[src/rtl/dma_irq_pkg.sv]
`timescale 1ns/1ps
// Shared constants, operation type and helpers for the DMA register bank.
// Assumes a 12-bit byte address and 32-bit data words.
package dma_irq_pkg;

    localparam int ADDR_W = 12;
    localparam int DATA_W = 32;
    localparam int HALF_W = 16;
    localparam int STATE_W = 4;

    localparam logic [ADDR_W-1:0] OFF_CTRL  = 12'h000;
    localparam logic [ADDR_W-1:0] OFF_DONE  = 12'h010;
    localparam logic [ADDR_W-1:0] OFF_ERR   = 12'h020;
    localparam logic [ADDR_W-1:0] OFF_CHCTL = 12'h030;
    localparam logic [ADDR_W-1:0] OFF_NXT   = 12'h110;
    localparam logic [ADDR_W-1:0] OFF_BAR   = 12'h130;
    localparam logic [ADDR_W-1:0] OFF_SEM   = 12'h140;
    localparam logic [ADDR_W-1:0] CH_STRIDE = 12'h070;
    localparam logic [ADDR_W-1:0] ALIAS_SET = 12'h004;
    localparam logic [ADDR_W-1:0] ALIAS_CLR = 12'h008;

    localparam int BIT_BURST  = 28;
    localparam int BIT_BURST8 = 29;

    localparam logic [STATE_W-1:0] ST_RDFLUSH = 4'h8;

    typedef enum logic [1:0] {
        OP_NONE,
        OP_WRITE,
        OP_SET,
        OP_CLEAR
    } reg_op_t;

    // Classify a write against a register with set and clear aliases.
    function automatic reg_op_t decode_op(input logic wr,
                                          input logic [ADDR_W-1:0] addr,
                                          input logic [ADDR_W-1:0] base);
        reg_op_t op;
        op = OP_NONE;
        if (wr) begin
            if (addr == base)                        op = OP_WRITE;
            else if (addr == base + ALIAS_SET)       op = OP_SET;
            else if (addr == base + ALIAS_CLR)       op = OP_CLEAR;
        end
        return op;
    endfunction

    // True when addr is the base or one of its two aliases.
    function automatic logic in_block(input logic [ADDR_W-1:0] addr,
                                      input logic [ADDR_W-1:0] base);
        return (addr == base) || (addr == base + ALIAS_SET) ||
               (addr == base + ALIAS_CLR);
    endfunction

    // Next register value for one write operation.
    function automatic logic [DATA_W-1:0] apply_op(input reg_op_t op,
                                                   input logic [DATA_W-1:0] cur,
                                                   input logic [DATA_W-1:0] wdata);
        logic [DATA_W-1:0] nxt;
        case (op)
            OP_WRITE: nxt = wdata;
            OP_SET:   nxt = cur | wdata;
            OP_CLEAR: nxt = cur & ~wdata;
            default:  nxt = cur;
        endcase
        return nxt;
    endfunction

endpackage

[src/rtl/dma_irq_glob_regs.sv]
`timescale 1ns/1ps
// Global registers: burst control, completion flags and enables,
// error flags, and per-channel freeze and deferred reset.
// Assumes NCH <= 16. Hardware event sets take priority over software clears.
module dma_irq_glob_regs
    import dma_irq_pkg::*;
#(
    parameter int NCH = 16
) (
    input  logic                    clk,
    input  logic                    rst_n,
    input  logic                    bus_wr,
    input  logic [ADDR_W-1:0]       bus_addr,
    input  logic [DATA_W-1:0]       bus_wdata,
    input  logic [NCH-1:0]          ev_done,
    input  logic [NCH-1:0]          ev_term,
    input  logic [NCH-1:0]          ev_buserr,
    input  logic [STATE_W*NCH-1:0]  ch_state,
    output logic [DATA_W-1:0]       ctrl_q,
    output logic [DATA_W-1:0]       done_q,
    output logic [DATA_W-1:0]       err_q,
    output logic [DATA_W-1:0]       chctl_q,
    output logic [NCH-1:0]          rst_apply
);

    localparam logic [63:0]       LANE64    = (64'd1 << NCH) - 64'd1;
    localparam logic [DATA_W-1:0] LANE_MASK = LANE64[DATA_W-1:0];
    localparam logic [DATA_W-1:0] PAIR_MASK = LANE_MASK | (LANE_MASK << HALF_W);
    localparam logic [DATA_W-1:0] CTRL_MASK = (DATA_W'(1) << BIT_BURST) |
                                              (DATA_W'(1) << BIT_BURST8);

    reg_op_t           ctrl_op, done_op, err_op, chctl_op;
    logic [DATA_W-1:0] done_ev, term_ev, berr_ev, apply_hi;

    // Decode which global register, if any, the current write targets.
    always_comb begin : p_decode
        ctrl_op  = decode_op(bus_wr, bus_addr, OFF_CTRL);
        done_op  = decode_op(bus_wr, bus_addr, OFF_DONE);
        err_op   = decode_op(bus_wr, bus_addr, OFF_ERR);
        chctl_op = decode_op(bus_wr, bus_addr, OFF_CHCTL);
    end

    // Widen event and reset-apply vectors to register width.
    always_comb begin : p_events
        done_ev  = DATA_W'(ev_done);
        term_ev  = DATA_W'(ev_term);
        berr_ev  = DATA_W'(ev_buserr);
        apply_hi = DATA_W'(rst_apply) << HALF_W;
    end

    // A pending reset is applied only outside the read-flush state.
    for (genvar c = 0; c < NCH; c++) begin : g_apply
        assign rst_apply[c] = chctl_q[HALF_W + c] &&
                              (ch_state[STATE_W*c +: STATE_W] != ST_RDFLUSH);
    end

    // Register update: software operation, then hardware sets and self-clears.
    always_ff @(posedge clk) begin : p_regs
        if (!rst_n) begin
            ctrl_q  <= '0;
            done_q  <= '0;
            err_q   <= '0;
            chctl_q <= '0;
        end else begin
            ctrl_q  <= apply_op(ctrl_op, ctrl_q, bus_wdata) & CTRL_MASK;
            done_q  <= (apply_op(done_op, done_q, bus_wdata) | done_ev) & PAIR_MASK;
            err_q   <= (apply_op(err_op, err_q, bus_wdata) | term_ev | berr_ev |
                        (berr_ev << HALF_W)) & PAIR_MASK;
            chctl_q <= apply_op(chctl_op, chctl_q, bus_wdata) & PAIR_MASK & ~apply_hi;
        end
    end

endmodule

[src/rtl/dma_irq_chan_slice.sv]
`timescale 1ns/1ps
// One channel's registers: next-descriptor pointer (with aliases),
// accumulating saturating semaphore, and read-only buffer address view.
// Assumes CH * CH_STRIDE + OFF_SEM fits in the 12-bit address.
module dma_irq_chan_slice
    import dma_irq_pkg::*;
#(
    parameter int CH    = 0,
    parameter int SEM_W = 8
) (
    input  logic              clk,
    input  logic              rst_n,
    input  logic              bus_wr,
    input  logic [ADDR_W-1:0] bus_addr,
    input  logic [DATA_W-1:0] bus_wdata,
    input  logic              sem_take,
    input  logic [DATA_W-1:0] bufaddr,
    output logic [DATA_W-1:0] nxt_desc,
    output logic              sem_ready,
    output logic              rd_hit,
    output logic [DATA_W-1:0] rd_word
);

    localparam int NXT_I = int'(OFF_NXT) + CH * int'(CH_STRIDE);
    localparam int BAR_I = int'(OFF_BAR) + CH * int'(CH_STRIDE);
    localparam int SEM_I = int'(OFF_SEM) + CH * int'(CH_STRIDE);
    localparam logic [ADDR_W-1:0] NXT_ADDR = NXT_I[ADDR_W-1:0];
    localparam logic [ADDR_W-1:0] BAR_ADDR = BAR_I[ADDR_W-1:0];
    localparam logic [ADDR_W-1:0] SEM_ADDR = SEM_I[ADDR_W-1:0];

    reg_op_t          nxt_op;
    logic             sem_wr;
    logic [SEM_W-1:0] sem_cnt;
    logic [SEM_W:0]   sem_sum, sem_after;

    // Write decode for this channel's registers.
    always_comb begin : p_decode
        nxt_op = decode_op(bus_wr, bus_addr, NXT_ADDR);
        sem_wr = bus_wr && (bus_addr == SEM_ADDR);
    end

    // Semaphore arithmetic: add written value, then take one if nonzero.
    always_comb begin : p_sem_next
        sem_sum   = {1'b0, sem_cnt} +
                    (sem_wr ? {1'b0, bus_wdata[SEM_W-1:0]} : '0);
        sem_after = (sem_take && (sem_sum != '0)) ?
                    sem_sum - (SEM_W+1)'(1) : sem_sum;
    end

    // Descriptor pointer and saturating semaphore registers.
    always_ff @(posedge clk) begin : p_regs
        if (!rst_n) begin
            nxt_desc <= '0;
            sem_cnt  <= '0;
        end else begin
            nxt_desc <= apply_op(nxt_op, nxt_desc, bus_wdata);
            sem_cnt  <= sem_after[SEM_W] ? '1 : sem_after[SEM_W-1:0];
        end
    end

    assign sem_ready = (sem_cnt != '0);

    // Read view of this channel's three registers.
    always_comb begin : p_read
        rd_hit  = 1'b1;
        if (in_block(bus_addr, NXT_ADDR))  rd_word = nxt_desc;
        else if (bus_addr == BAR_ADDR)     rd_word = bufaddr;
        else if (bus_addr == SEM_ADDR)     rd_word = DATA_W'(sem_cnt);
        else begin
            rd_hit  = 1'b0;
            rd_word = '0;
        end
    end

endmodule

[src/rtl/dma_irq_regbank.sv]
`timescale 1ns/1ps
// Top of the DMA interrupt and control register bank. Combines global
// registers with NCH channel slices, forms per-channel interrupts and
// registers read data one cycle after a read strobe.
// Assumes 1 <= NCH <= 16 and one access per cycle.
module dma_irq_regbank
    import dma_irq_pkg::*;
#(
    parameter int NCH   = 16,
    parameter int SEM_W = 8
) (
    input  logic                     clk,
    input  logic                     rst_n,
    input  logic                     bus_wr,
    input  logic                     bus_rd,
    input  logic [11:0]              bus_addr,
    input  logic [31:0]              bus_wdata,
    output logic [31:0]              bus_rdata,
    input  logic [NCH-1:0]           ev_done,
    input  logic [NCH-1:0]           ev_term,
    input  logic [NCH-1:0]           ev_buserr,
    input  logic [NCH-1:0]           sem_take,
    input  logic [4*NCH-1:0]         ch_state,
    input  logic [32*NCH-1:0]        ch_bufaddr,
    output logic [NCH-1:0]           irq,
    output logic [NCH-1:0]           freeze,
    output logic [NCH-1:0]           ch_reset,
    output logic [NCH-1:0]           sem_ready,
    output logic [32*NCH-1:0]        nxt_desc,
    output logic                     burst_en,
    output logic                     burst8_en
);

    logic [DATA_W-1:0] ctrl_q, done_q, err_q, chctl_q;
    logic [NCH-1:0]    ch_hit;
    logic [DATA_W-1:0] ch_word [NCH];
    logic [DATA_W-1:0] rd_mux;

    dma_irq_glob_regs #(.NCH(NCH)) glob_i (
        .clk       (clk),
        .rst_n     (rst_n),
        .bus_wr    (bus_wr),
        .bus_addr  (bus_addr),
        .bus_wdata (bus_wdata),
        .ev_done   (ev_done),
        .ev_term   (ev_term),
        .ev_buserr (ev_buserr),
        .ch_state  (ch_state),
        .ctrl_q    (ctrl_q),
        .done_q    (done_q),
        .err_q     (err_q),
        .chctl_q   (chctl_q),
        .rst_apply (ch_reset)
    );

    for (genvar c = 0; c < NCH; c++) begin : g_chan
        dma_irq_chan_slice #(.CH(c), .SEM_W(SEM_W)) slice_i (
            .clk       (clk),
            .rst_n     (rst_n),
            .bus_wr    (bus_wr),
            .bus_addr  (bus_addr),
            .bus_wdata (bus_wdata),
            .sem_take  (sem_take[c]),
            .bufaddr   (ch_bufaddr[DATA_W*c +: DATA_W]),
            .nxt_desc  (nxt_desc[DATA_W*c +: DATA_W]),
            .sem_ready (sem_ready[c]),
            .rd_hit    (ch_hit[c]),
            .rd_word   (ch_word[c])
        );
    end

    // Per-channel interrupt: enabled completion or any error flag.
    always_comb begin : p_irq
        irq = (done_q[NCH-1:0] & done_q[HALF_W +: NCH]) | err_q[NCH-1:0];
    end

    assign freeze    = chctl_q[NCH-1:0];
    assign burst_en  = ctrl_q[BIT_BURST];
    assign burst8_en = ctrl_q[BIT_BURST8];

    // Select the addressed register for a read; unmapped returns zero.
    always_comb begin : p_rd_mux
        rd_mux = '0;
        if (in_block(bus_addr, OFF_CTRL))       rd_mux = ctrl_q;
        else if (in_block(bus_addr, OFF_DONE))  rd_mux = done_q;
        else if (in_block(bus_addr, OFF_ERR))   rd_mux = err_q;
        else if (in_block(bus_addr, OFF_CHCTL)) rd_mux = chctl_q;
        else begin
            for (int c = 0; c < NCH; c++) begin
                if (ch_hit[c]) rd_mux = ch_word[c];
            end
        end
    end

    // Capture read data on a read strobe and hold it otherwise.
    always_ff @(posedge clk) begin : p_rdata
        if (!rst_n)      bus_rdata <= '0;
        else if (bus_rd) bus_rdata <= rd_mux;
    end

endmodule

[config.mk]
export PLATFORM = sky130hd
export DESIGN_NAME = dma_irq_regbank
export DESIGN_NICKNAME = d
export VERILOG_FILES = /design/src/rtl/dma_irq_pkg.sv /design/src/rtl/dma_irq_glob_regs.sv /design/src/rtl/dma_irq_chan_slice.sv /design/src/rtl/dma_irq_regbank.sv
export SDC_FILE = /design/constraint.sdc
export NUM_CORES = 2
export LEC_CHECK = 0
export BUFFER_PORTS_ARGS = -buffer_cell sky130_fd_sc_hd__buf_2
export CORE_AREA = 2 2 505 507
export DETAILED_ROUTE_END_ITERATION = 10
export DIE_AREA = 0 0 507 509
export GPL_ROUTABILITY_DRIVEN = 0
export MAX_ROUTING_LAYER = met4
export PLACE_DENSITY = 0.48
export REMOVE_ABC_BUFFERS = 1
export SYNTH_ARGS = -nofsm -noshare
export SYNTH_HDL_FRONTEND = slang
export SYNTH_SLANG_ARGS = --single-unit
[constraint.sdc]
create_clock -name clk -period 14.75 [get_ports clk]
set_input_delay 2.95 -clock clk [delete_from_list [all_inputs] [get_ports clk]]
set_output_delay 2.95 -clock clk [all_outputs]
set_load 0.005 [all_outputs]
# After elaboration in Yosys (flattened, before gate mapping)
# Index checks and enable logic that the tools add are counted.
# op_classes
bitwise_logic	49
n_reduce_logical	138
add_sub_neg	32
muxes	267
eq_ne	167
# ops
cell	n
32-bit case mux with 3 select lines	19
32-bit 2-to-1 mux	55
32-bit AND	20
32-bit OR	20
12-bit by 11-bit == test with 1-bit output (second input constant)	45
8-bit 2-to-1 mux	48
12-bit by 10-bit == test with 1-bit output (second input constant)	22
2-bit 2-to-1 mux	80
12-bit by 9-bit == test with 1-bit output (second input constant)	13
8-bit by 9-bit adder with 9-bit output	16
9-bit 2-to-1 mux	16
9-bit nonzero test	16
9-bit by 1-bit subtractor with 9-bit output (second input constant)	16
8-bit nonzero test	16
32-bit by 16-bit OR with 32-bit output	3
30-bit case mux with 3 select lines	1
2-bit == test (second input constant)	40
12-bit by 6-bit == test with 1-bit output (second input constant)	6
4-bit inequality test (second input constant)	16
32-bit inverter	2
3-bit nonzero test	17
1-bit logical AND	48
1-bit 2-to-1 mux	48
2-bit by 1-bit == test with 1-bit output (second input constant)	20
9 further kinds	50
# totals
ff_bits	770
output_inout_bits	610
in_bits	688
elab_cells	690

# Depth between registers and ports, before layout
# logic_depth
depth_word	24
mapped_depth	20
depth_no_buf	14

# Modules after synthesis
# From an unflattened synthesis, not the netlist that was laid out.
# hier_totals
hier_cells	7188
hier_area_um2	56454.1
# by_module_without_submodules
mod	cells_per_inst	seq_area_each_um2	n_inst	area_per_inst_um2
dma_irq_regbank	1029	640.6	1	7340.8
dma_irq_glob_regs	556	1961.9	1	5102.4
dma_irq_chan_slice (g_chan[2].slice_i)	371	800.8	1	2879.0
dma_irq_chan_slice (g_chan[13].slice_i)	351	800.8	1	2850.2
dma_irq_chan_slice (g_chan[7].slice_i)	328	800.8	1	2795.2
dma_irq_chan_slice (g_chan[10].slice_i)	349	800.8	1	2793.9
dma_irq_chan_slice (g_chan[4].slice_i)	348	800.8	1	2787.7
dma_irq_chan_slice (g_chan[8].slice_i)	360	800.8	1	2767.7
dma_irq_chan_slice (g_chan[6].slice_i)	357	800.8	1	2766.4
dma_irq_chan_slice (g_chan[3].slice_i)	350	800.8	1	2726.4
dma_irq_chan_slice (g_chan[9].slice_i)	366	800.8	1	2726.4
dma_irq_chan_slice (g_chan[12].slice_i)	352	800.8	1	2721.4
dma_irq_chan_slice (g_chan[11].slice_i)	367	800.8	1	2713.9
dma_irq_chan_slice (g_chan[0].slice_i)	353	800.8	1	2710.1
4 more rows	--	--	--	--

# Worst setup path after synthesis
# Ideal clock, no wire load.
# synth_path
path_kind	input port to flip-flop
from	in bus_addr[4]
to	reg g_chan[13].slice_i.sem_cnt[1]
stages	19
setup_slack_ns	7.197
t_required_ns	14.680
setup_ns	0.070
arrival_ns	7.482
n_path_buf	7
path_cell_list	buf_2 -> buf_2 -> buf_2 -> buf_2 -> buf_2 -> buf_2 -> nand3_1 -> nor4_1 -> and2_1 -> ha_1 -> a211oi_1 -> nor3b_1 -> o311a_1 -> or3_1 -> clkbuf_1 -> and3_1 -> a41oi_1 -> mux2_2 -> a21oi_1
# synth_between
elab_chain_cells	8
elab_cells_between_ends	9
cone_classes	add/sub: 2; eq/ne: 1; mux: 3; reduce/logical: 3
# synth_lines
element	line_no	source
start, declared	dma_irq_regbank.sv:16	input logic [11:0] bus_addr,
12-bit by 11-bit == test with 1-bit output *	dma_irq_chan_slice.sv:39	sem_wr = bus_wr && (bus_addr == SEM_ADDR);
1-bit logical AND *	dma_irq_chan_slice.sv:39	
8-bit 2-to-1 mux *	dma_irq_chan_slice.sv:45	(sem_wr ? {1'b0, bus_wdata[SEM_W-1:0]} : '0);
8-bit by 9-bit adder with 9-bit output *	dma_irq_chan_slice.sv:44	sem_sum = {1'b0, sem_cnt} +
branches (longest 2 deep; another with 9-bit by 1-bit subtractor with 9-bit output)	--	
9-bit 2-to-1 mux *	dma_irq_chan_slice.sv:46	sem_after = (sem_take && (sem_sum != '0)) ?
8-bit 2-to-1 mux *	dma_irq_chan_slice.sv:57	sem_cnt <= sem_after[SEM_W] ? '1 : sem_after[SEM_W-1:0];
end signal, assigned	dma_irq_chan_slice.sv:57	
end, declared	dma_irq_chan_slice.sv:33	logic [SEM_W-1:0] sem_cnt;
# Mark *: on every way between the ends.
# A chain may end at the register's enable or synchronous reset.

# Final worst setup path
# layout_path
from	in bus_addr[6]
to	reg g_chan[0].slice_i.sem_cnt[4]
# layout_between
elab_chain_cells	8
elab_cells_between_ends	9
cone_classes	add/sub: 2; eq/ne: 1; mux: 3; reduce/logical: 3
# layout_lines
element	line_no
12-bit by 9-bit == test with 1-bit output *	dma_irq_chan_slice.sv:39
1-bit logical AND *	dma_irq_chan_slice.sv:39
8-bit 2-to-1 mux *	dma_irq_chan_slice.sv:45
8-bit by 9-bit adder with 9-bit output *	dma_irq_chan_slice.sv:44
branches (longest 2 deep; another with 9-bit by 1-bit subtractor with 9-bit output)	--
9-bit 2-to-1 mux *	dma_irq_chan_slice.sv:46
8-bit 2-to-1 mux *	dma_irq_chan_slice.sv:57
end signal, assigned	dma_irq_chan_slice.sv:57
end, declared	dma_irq_chan_slice.sv:33
# Marked as above.

==> out/metrics.cfg <==
[power_and_ir_drop]
clkPwrFrac=0.388
internal_power_mw=4.54
power_density_mw_per_mm2=111
vdd_drop_max_v=0.000101
comb_power_share=0.275
switchingPower_mw=2.58
switching_share=0.362
cellLeakagePower_nw=25.9
seq_power_share=0.337

[final_layout]
finish.net_count=8470
area.growth.synth_to_final_pct=29.1
final_cell_area_mm2=0.0640
layout_commonest_cell=buf_2
drive_above_1_share=0.250
fin_util=0.253
final_cell_mix=buf_2, a21oi_1, nand2_1, dfxtp_1, o21ai_0

[worst_setup_path]
critPathLaunchType=input port
reg2reg_to=g_chan[8].slice_i.sem_cnt[1]$_SDFF_PN0_
crit_fanout=28
rrSetupSlack_ps=11250
worstPathArrival_ps=8570
reg2regPathDepth=9
critPathKind=in2reg
cp_cell_sequence=buf_2, nor2b_1, nand2_1, buf_4, nor3_1, and3_1, ha_1, a211oi_1, o21bai_1, a211o_1, a2111oi_0, o21ai_0, nor2_1, nor4_1, a311o_1
path_delay_family=simple AND/OR/NAND/NOR gates
critPathSlowestCell=nor3_1
r2r_start=g_chan[8].slice_i.sem_cnt[0]$_SDFF_PN0_
endpoint_kind=flip-flop
critPathMaxStageDelay_ps=1020
worst_ep_required_time_ps=15410
worstPathBufferInverterCount=2

[outcome]
status=complete, but fails checks
violations=capacitance limit, slew limit

[grt]
antenna_found_initial=162
first_global_vias=58300
grt_max_degree=108
grt-ovfl-total=0
grt_usage=0.332
grt_pass1_wl_um=562000

[yosys]
synthCells=6605
yosys_warnings=0
synthDistinctLibCells=99
syn_area_mm2=0.0495
ys_async_sr_fraction=0
synth_edf_count=0
synth_flop_cell=dfxtp_1
synth-seq-area-share=0.311
syn_avg_cell_area_um2=7.50
synth_seq_cells=770

[routing]
detailroute.via_count=65110
antenna_left=0
dr.pass1.iters=10
drcViolationCount=0
routed_via_density=5.82
wire_per_inst_um=39.4
drt_iter0_markers=10773
routed_wl_um=441000

[flow_run]
cap_viol_max_count=1

[clock_network]
htreeDepth=3
cts.sinks=770
cts-resized-gates=0
clk_latency_ps=790
cts-hold-fix-buffers=0
cts_setup_buffers=0
clkTransAtPathRegs_ps=60
clk_path_buf_depth=3
numCtsBuffers=101
cts_tree=built
clockRootBuffer=clkbuf_16

[sta]
tightest_slew_ps=1530
fin_crit_sh=0.536
skew_ps=42.7
finalHoldViolCount=0
drv_slew=8
slew_headroom=-0.0171
fmax_mhz=126
rsz0062_at_grt=false
post-route-min-period_ps=7910
setup_viol=0
timing.hold.ws_ps=470

[floorplanning]
row_count=185
design.core.area_mm2=0.253
ioPinCount=1298
start_util=0.196
die_w_um=507
die_y_um=509
fp.dieArea_mm2=0.258

[place]
placed_area_mm2=0.0601
dp_hpwl_um=341000
port_buffers=1297

[hold_path]
whs_path_depth=2
hp-start=bus_rdata[17]$_SDFFE_PN0P_
hold_class=reg2reg
min_to=bus_rdata[17]$_SDFFE_PN0P_

==> cells in the mapped netlist (all sizes together) (23+ instances only) <==
cell / count / share of area
a21oi: 851 / 0.086
nand2: 832 / 0.063
dfxtp: 770 / 0.31
o21ai: 751 / 0.076
clkbuf: 468 / 0.035
nor2: 390 / 0.030
nor3: 195 / 0.022
buf: 151 / 0.018
nand3: 147 / 0.015
ha: 144 / 0.036
a22oi: 140 / 0.021
a211oi: 126 / 0.019
and3: 114 / 0.014
a221oi: 97 / 0.017
inv: 92 / 0.0070
nor4: 83 / 0.015
xnor2: 82 / 0.014
o21a: 78 / 0.012
a21o: 77 / 0.012
and2: 76 / 0.0096
a222oi: 67 / 0.014
nand4: 54 / 0.0068
a31oi: 51 / 0.0064
a2111oi: 46 / 0.0084
o211ai: 45 / 0.0069
a221o: 44 / 0.0089
mux2i: 41 / 0.0083
o221ai: 37 / 0.0065
o22ai: 33 / 0.0042
nand2b: 32 / 0.0040
a211o: 29 / 0.0051
mux2: 29 / 0.0066
xor2: 27 / 0.0048
a22o: 25 / 0.0044
o2111ai: 23 / 0.0041
==> worst register-to-register path, delay by kind of cell (launching register included) <==
| family | cells | cell delay [ps] |
|---|---|---|
| muxes | 1 | 390 |
| and+or+nand+nor | 1 | 590 |
| AOI/OAI and AO/OA | 5 | 1410 |
| adders and majority gates | 2 | 710 |
| DFF | 1 | 330 |
==> area by class of cell <==
class,count,area [um2]
diodes,109,273
inverters,94,360
well taps,3366,4210
fillers,28033,189000
clock inverters,46,679
multi-input cells,5122,31800
repair buffers,1533,8270
flip-flops and latches,770,15400
clock buffers,140,2900
==> state kept, by name (all words and copies together), names as in the netlist <==
| register | cells |
|---|---|
| g_chan.slice_i.sem_cnt | 128 |
| bus_rdata | 32 |
| glob_i.chctl_q | 32 |
| g_chan.slice_i.nxt_desc | 512 |
| glob_i.done_q | 32 |
| glob_i.ctrl_q | 2 |
| glob_i.err_q | 32 |
==> worst max-delay path by stage <==
stage	slack [ps]	depth (start not counted)	start	end
6_report	6840	15	bus_addr[6]	g_chan[0].slice_i.sem_cnt[4]$_SDFF_PN0_
5_1_grt	6520	15	bus_addr[6]	g_chan[0].slice_i.sem_cnt[4]$_SDFF_PN0_
4_1_cts	7090	15	bus_addr[6]	g_chan[0].slice_i.sem_cnt[4]$_SDFF_PN0_
3_5_place_dp	6240	15	bus_addr[6]	g_chan[0].slice_i.sem_cnt[4]$_SDFF_PN0_
3_3_place_gp	6520	15	bus_addr[6]	g_chan[0].slice_i.sem_cnt[4]$_SDFF_PN0_
2_1_floorplan	-2440	5	rst_n	bus_rdata[12]$_SDFFE_PN0P_
==> stage by stage <==
stage | total power [mW] | cells | setup WS, ps | setup TNS [ps]
after floorplan | 3.56 | 5986 | -2440 | -61160
after global routing | 7.35 | 11154 | 6520 | 0
after CTS | 7.08 | 11071 | 7090 | 0
after detailed placement | 4.32 | 10885 | 6240 | 0
final | 7.12 | 11180 | 6840 | 0
after global placement | 4.29 | 10885 | 6520 | 0
==> layer usage <==
| metal | share of wire | up-vias | track usage |
|---|---|---|---|
| met1 | 0.38 | 31878 | 0.398 |
| met2 | 0.42 | 5288 | 0.482 |
| met3 | 0.12 | 1048 | 0.103 |
| li1 | - | 26896 | - |
| met4 | 0.075 | 0 | 0.203 |
| met5 | 0 | - | - |
==> power by group through the flow <==
| stage | clock, mW | sequential, mW | combinational, mW |
|---|---|---|---|
| after global placement | 0 | 2.43 | 1.85 |
| final | 2.76 | 2.40 | 1.96 |
| after detailed placement | 0 | 2.43 | 1.89 |
| after CTS | 2.79 | 2.39 | 1.90 |
| after floorplan | 0 | 2.34 | 1.21 |
| after global routing | 2.84 | 2.40 | 2.11 |
==> cells by family after synthesis <==
logic type,Yosys count,synth area share
multiplexers,70,0.0149
buffers and inverters,713,0.0604
AND/OR/NAND/NOR,2065,0.203
AO/OA/AOI/OAI,2717,0.348
flip-flops,770,0.311
XOR/XNOR,109,0.0193
adder cells (fa/ha/maj),161,0.0430
(Power assumes the default switching activity.)
